**config.mk**
```make
export PLATFORM = sky130hd
export DESIGN_NAME = free_run_timer
export DESIGN_NICKNAME = d
export VERILOG_FILES = /design/src/rtl/frt_pkg.sv /design/src/rtl/frt_counter.sv /design/src/rtl/frt_ctrl.sv /design/src/rtl/frt_flag.sv /design/src/rtl/free_run_timer.sv
export SDC_FILE = /design/constraint.sdc
export NUM_CORES = 1
export LEC_CHECK = 0
export ABC_AREA = 1
export BUFFER_PORTS_ARGS = -buffer_cell sky130_fd_sc_hd__clkbuf_2
export CAP_MARGIN = 20
export CORE_MARGIN = 3
export CORE_UTILIZATION = 38
export DETAILED_ROUTE_END_ITERATION = 8
export HOLD_SLACK_MARGIN = 0.12
export PLACE_DENSITY = 0.71
export SLEW_MARGIN = 20
export SYNTH_ARGS = -nofsm -noshare
export SYNTH_HDL_FRONTEND = slang
export SYNTH_SLANG_ARGS = --single-unit
export TNS_END_PERCENT = 50
```
**constraint.sdc**
```tcl
create_clock -name clk -period 1.6 [get_ports clk]
set_input_delay 0.16 -clock clk [delete_from_list [all_inputs] [get_ports clk]]
set_output_delay 0.16 -clock clk [all_outputs]
set_load 0.01 [all_outputs]
```
**src/rtl/frt_pkg.sv**
```systemverilog
// Shared definitions for the free-running timer: register addresses and
// control-bit positions. Assumes a word-addressed bus with a 2-bit address.
package frt_pkg;
    localparam int ADDR_W    = 2;
    localparam int CTL_BITS  = 3;
    localparam int CTL_RUN   = 0;
    localparam int CTL_FAST  = 1;
    localparam int CTL_IE    = 2;

    typedef enum logic [ADDR_W-1:0] {
        REG_CNT  = 2'd0,
        REG_CTL  = 2'd1,
        REG_FLG  = 2'd2,
        REG_NONE = 2'd3
    } reg_sel_e;
endpackage

```
**src/rtl/frt_counter.sv**
```systemverilog
// Free-running up-counter. Advances by one per clock while run is high and
// reports the wrap edge. Assumes run is a registered control bit.
module frt_counter #(
    parameter int CNT_W = 16
) (
    input  logic             clk,
    input  logic             rst_n,
    input  logic             run,
    output logic [CNT_W-1:0] count,
    output logic             wrap
);
    // Wrap happens on the edge that leaves the all-ones value while running.
    assign wrap = run && (count == {CNT_W{1'b1}});

    // Counter register: reset to zero, step by one when running.
    always_ff @(posedge clk) begin
        if (!rst_n) begin
            count <= '0;
        end else if (run) begin
            count <= count + 1'b1;
        end
    end

    p_step_r2: assert property (@(posedge clk) disable iff (!rst_n)
        run |=> (count == $past(count) + 1'b1));

    p_hold_r3: assert property (@(posedge clk) disable iff (!rst_n)
        !run |=> $stable(count));
endmodule

```
**src/rtl/frt_ctrl.sv**
```systemverilog
// Control register and bus decode. Holds run / fast-clear / interrupt-enable
// bits and turns bus accesses into a single overflow-clear request.
// Assumes one access per cycle, qualified by sel.
module frt_ctrl #(
    parameter int DATA_W   = 16,
    parameter int FLAG_POS = 7
) (
    input  logic                         clk,
    input  logic                         rst_n,
    input  logic                         sel,
    input  logic                         wr,
    input  logic [frt_pkg::ADDR_W-1:0]   addr,
    input  logic [DATA_W-1:0]            wdata,
    output logic [frt_pkg::CTL_BITS-1:0] ctl,
    output logic                         run,
    output logic                         ie,
    output logic                         clr_req
);
    import frt_pkg::*;

    logic fast;
    logic w1c_hit;
    logic cnt_touch;
    logic wdata_unused;

    // Only the low control bits and the flag bit are consumed.
    assign wdata_unused = ^wdata;

    assign run  = ctl[CTL_RUN];
    assign fast = ctl[CTL_FAST];
    assign ie   = ctl[CTL_IE];

    // Clear sources: write-one to the flag bit, or counter access in fast mode.
    assign w1c_hit   = sel && wr && (addr == REG_FLG) && wdata[FLAG_POS];
    assign cnt_touch = sel && (addr == REG_CNT) && fast;
    assign clr_req   = w1c_hit || cnt_touch;

    // Control register: loaded from write data on a control write.
    always_ff @(posedge clk) begin
        if (!rst_n) begin
            ctl <= '0;
        end else if (sel && wr && (addr == REG_CTL)) begin
            ctl <= wdata[CTL_BITS-1:0];
        end
    end

    p_ctl_write_r11: assert property (@(posedge clk) disable iff (!rst_n)
        (sel && wr && addr == REG_CTL) |=> (ctl == $past(wdata[CTL_BITS-1:0])));
endmodule

```
**src/rtl/frt_flag.sv**
```systemverilog
// Sticky overflow bit with clear request and masked interrupt output.
// A set on the same edge as a clear takes priority.
module frt_flag (
    input  logic clk,
    input  logic rst_n,
    input  logic set_i,
    input  logic clr_i,
    input  logic ie,
    output logic flag,
    output logic irq
);
    // Interrupt is the flag gated by its enable.
    assign irq = flag && ie;

    // Flag register: set has priority over clear.
    always_ff @(posedge clk) begin
        if (!rst_n) begin
            flag <= 1'b0;
        end else if (set_i) begin
            flag <= 1'b1;
        end else if (clr_i) begin
            flag <= 1'b0;
        end
    end

    p_set_wins_r10: assert property (@(posedge clk) disable iff (!rst_n)
        set_i |=> flag);

    p_clear_r6: assert property (@(posedge clk) disable iff (!rst_n)
        (clr_i && !set_i) |=> !flag);

    p_keep_r5: assert property (@(posedge clk) disable iff (!rst_n)
        (!set_i && !clr_i) |=> $stable(flag));

    p_irq_drop_r9: assert property (@(posedge clk) disable iff (!rst_n)
        (clr_i && !set_i) |=> !irq);
endmodule

```
**src/rtl/free_run_timer.sv**
```systemverilog
// Top of the free-running timer: counter, control/decode and overflow flag,
// plus the combinational read-data mux. Assumes CNT_W <= DATA_W and
// FLAG_POS < DATA_W.
module free_run_timer #(
    parameter int CNT_W    = 16,
    parameter int DATA_W   = 16,
    parameter int FLAG_POS = 7
) (
    input  logic                       clk,
    input  logic                       rst_n,
    input  logic                       bus_sel,
    input  logic                       bus_wr,
    input  logic [frt_pkg::ADDR_W-1:0] bus_addr,
    input  logic [DATA_W-1:0]          bus_wdata,
    output logic [DATA_W-1:0]          bus_rdata,
    output logic                       irq
);
    import frt_pkg::*;

    localparam logic [DATA_W-1:0] FLAG_MASK = DATA_W'(1) << FLAG_POS;

    logic [CNT_W-1:0]    count;
    logic                wrap;
    logic [CTL_BITS-1:0] ctl;
    logic                run;
    logic                ie;
    logic                clr_req;
    logic                flag;

    frt_counter #(.CNT_W(CNT_W)) u_counter (
        .clk   (clk),
        .rst_n (rst_n),
        .run   (run),
        .count (count),
        .wrap  (wrap)
    );

    frt_ctrl #(.DATA_W(DATA_W), .FLAG_POS(FLAG_POS)) u_ctrl (
        .clk     (clk),
        .rst_n   (rst_n),
        .sel     (bus_sel),
        .wr      (bus_wr),
        .addr    (bus_addr),
        .wdata   (bus_wdata),
        .ctl     (ctl),
        .run     (run),
        .ie      (ie),
        .clr_req (clr_req)
    );

    frt_flag u_flag (
        .clk   (clk),
        .rst_n (rst_n),
        .set_i (wrap),
        .clr_i (clr_req),
        .ie    (ie),
        .flag  (flag),
        .irq   (irq)
    );

    // Read mux: decode the address into zero-extended register contents.
    always_comb begin
        bus_rdata = '0;
        case (reg_sel_e'(bus_addr))
            REG_CNT: bus_rdata[CNT_W-1:0]    = count;
            REG_CTL: bus_rdata[CTL_BITS-1:0] = ctl;
            REG_FLG: bus_rdata[FLAG_POS]     = flag;
            default: bus_rdata               = '0;
        endcase
    end

    p_flag_bits_r5: assert property (@(posedge clk) disable iff (!rst_n)
        (bus_addr == REG_FLG) |-> ((bus_rdata & ~FLAG_MASK) == '0));

    p_wrap_sets_r4: assert property (@(posedge clk) disable iff (!rst_n)
        (run && count == {CNT_W{1'b1}}) |=> (flag && count == '0));
endmodule

```
==> metrics.md <==
| Metric | Value |
|---|---|
| Run status | `finished clean` |
| Post-DP HPWL | `roughly 1.7 mm` |
| Syn Inst Count | `170` |
| Fraction of layout cells with a size suffix above 1 | `18.09%` |
| Startpoint of the worst-slack reg-to-reg timing path | `u_counter.count[1]` |
| CTS clk-pin slew, worst paths | `0.12 ns` |
| Hold Path Depth | `3` |
| Final Hold Viols | `0` |
| # diodes | `0` |
| Vias in the first global route | `988` |
| Total CTS buffers | `3` |
| Yosys warnings | `0` |
| DR WL/cell | `10.12 µm` |
| Area grow syn2layout | `20.00%` |
| Drt pass-1 iters | `4` |
| Clk_skew | `0.006136 ns` |
| Crit path kind | `reg -> out` |
| Worst r2r path cells | `8` |
| CTS max path bufs | `2` |
| Setup TNS | `0 ns` |
| All-Layer GR Usage | `approximately 15%` |
| H-tree Lvls | `1` |
| Clk sinks | `20` |
| DRC violations left | `0` |
| Most common cell after layout, fill and taps aside | `nor2_1` |
| Via count | `between 1000 and 1500` |
| Worst Hold End | `u_ctrl.ctl[0]` |
| CTS tree | `yes` |
| Detailed router's first-iteration violation count | `26` |
| Syn nets | `193` |
| Static leakage power | `0.5286 nW` |
| Final min period | `approximately 1.4 ns` |
| Skew-Pair Late Insertion Delay | `around 0.30 ns` |
| Most frequent cells in the layout | `39 x nor2_1, 32 x nand2_1, 26 x inv_1, 26 x clkbuf_2, 20 x dfxtp_1` |
| Die Y | `between 50 and 60 µm` |
| Setup violations, final | `0` |
| PD cells | `673.0 nW/µm²` |
| Worst vdd ir | `382.7 µV` |
| WL final | `2.318 mm` |
| Cell Count, Final, Fillers Out | `about 230` |
| Fillers | `between 200 and 300` |
| Die Wd | `58.91 µm` |
| Syn Std Cell Area | `1064 µm²` |
| FP Rows | `18` |
| Finished Core Util | `49.71%` |
| RSZ-0062 raised after global routing | `false` |
| R2R setup slack | `between 0.2 and 0.3 ns` |
| Hold WS | `0.1578 ns` |
| Critical path startpoint category | `flop` |
| Final Wtd Congestion | `between 0.7 and 0.8` |
| Post-synthesis sequential area ratio | `37.65%` |
| Max-Cap Viols | `0` |
| Slew HR | `68.07%` |
| CP required | `1.44 ns` |
| Die Area | `3470 µm²` |
| Worst EP arrival | `1.21 ns` |
| Post-CTS Resized | `0` |
| Slowest CP cell | `dfxtp_1` |
| Initial antenna violation count | `0` |
| Cell total after placement | `about 220` |
| Drt via density | `~4.7` |
| R2r endpoint | `u_counter.count[14]` |
| Unique masters post-synth | `19` |
| Grt ovf | `0` |
| Core Box Area | `2567 µm²` |
| Fin. max-slew vios | `0` |
| CTS Root Cell | `clkbuf_4` |
| Antenna viol nets, final | `0` |
| HP Start | `bus_wdata[0]` |
| Worst hold path type | `in -> reg` |
| Worst-margin pin slew | `0.4784 ns` |
| Final Cycle Share | `85.73%` |
| First-pass GRT wire length | `4.119 mm` |
| Final Net Count | `about 220` |
| Starting Density | `41.42%` |
| Cell Chain, Critical Path | `inv_1 > o22ai_1 > clkbuf_2` |
| Setup crit end kind | `primary output` |
| Max FO, Critical Path | `8` |
| WP buf/inv | `2` |
| Yosys reg bits | `20` |
| Syn avg cell area | `6.256 µm²` |
| Fmax | `0.7291 GHz` |
| Port bufs | `26` |
| Crit path max-delay family | `flip-flops` |
| Pin count of the biggest net entering global routing | `19` |
| CP max stage delay | `0.49 ns` |
| IO Pins | `39` |
worst max-delay path by stage:
stage / cells after the start / start / end
after floorplan: 8 / u_counter.count[0] / u_counter.count[14]
after global placement: 8 / u_counter.count[1] / u_counter.count[14]
after detailed placement: 8 / u_counter.count[1] / u_counter.count[14]
after CTS: 3 / u_ctrl.ctl[0] / bus_rdata[0]
after global routing: 7 / u_counter.count[4] / u_counter.count[15]
final: 3 / u_ctrl.ctl[0] / bus_rdata[0]
state kept, by name, summed over array words and instances (netlist names):
signal and cells:
u_counter.count 16, u_ctrl.ctl 3, u_flag.flag 1
cell type report:
type                    count  area [µm²]  area share, %
clock buffers               4       36.28          2.843
inverters                  27       101.3          7.941
multi-input cells         120       550.5          43.14
flip-flops and latches     20       400.4          31.37
well taps                  30       37.54          2.941
repair buffers             28       150.1          11.76
synthesized netlist by cell type (all sizes together):
master   n  area [µm²]
nand4    2       12.51
nand3   11       55.05
a21oi   12       60.06
a22o     1       8.760
buf      1       3.750
xor2     2       17.52
nor2    43       181.4
inv     27       101.3
ha       1       12.51
clkbuf   2       7.510
nand2   33       126.4
nor3     2       10.01
o22ai    1       6.260
dfxtp   20       400.4
o21ai   12       60.06
stage by stage:
step | setup slack (ns) | power (mW) | cell area [µm²]
floorplan | 0.4206 | 0.5492 | 1064
global placement | 0.3091 | 0.5693 | 1220
detailed placement | 0.2844 | 0.5701 | 1220
CTS | 0.2198 | 0.8671 | 1276
global route | 0.1004 | 0.8996 | 1276
finish | 0.2284 | 0.8589 | 1276
cells by family after synthesis:
group / synth area share [%]
AO/OA/AOI/OAI: 12.71
XOR/XNOR: 1.647
adder cells (fa/ha/maj): 1.176
buffers and inverters: 10.59
flip-flops: 37.65
AND/OR/NAND/NOR: 36.24
worst min-delay path, delay by kind of cell:
kind                   cells  cell delay [ns]
buffers and inverters      1             0.07
AO/OA/AOI/OAI              2             0.19
where the power goes:
group | leakage [nW] | internal, mW | switching [mW] | total, mW
sequential | 0.161 | 0.503 | 0.00543 | 0.508
combinational | 0.346 | 0.0216 | 0.0328 | 0.0545
clock | 0.0210 | 0.139 | 0.158 | 0.296
total | 0.529 | 0.663 | 0.196 | 0.859
per-layer routing:
metal / GRT usage (%) / share of wire (%) / wire [µm]
met5: 0 / 0 / 0
met4: 4.854 / 1.7 / 39
met3: 1.316 / 3.7 / 86
met2: 23.34 / 44 / 1019
met1: 21.55 / 51 / 1172
timing repair:
| item | in CTS | in global routing |
|---|---|---|
| setup buffers | 0 | 0 |
| setup endpoints to repair | 0 | 0 |
| hold endpoints to repair | 2 | 0 |
| hold buffers | 2 | 0 |
Note: power is estimated with default switching activity, not from simulation.
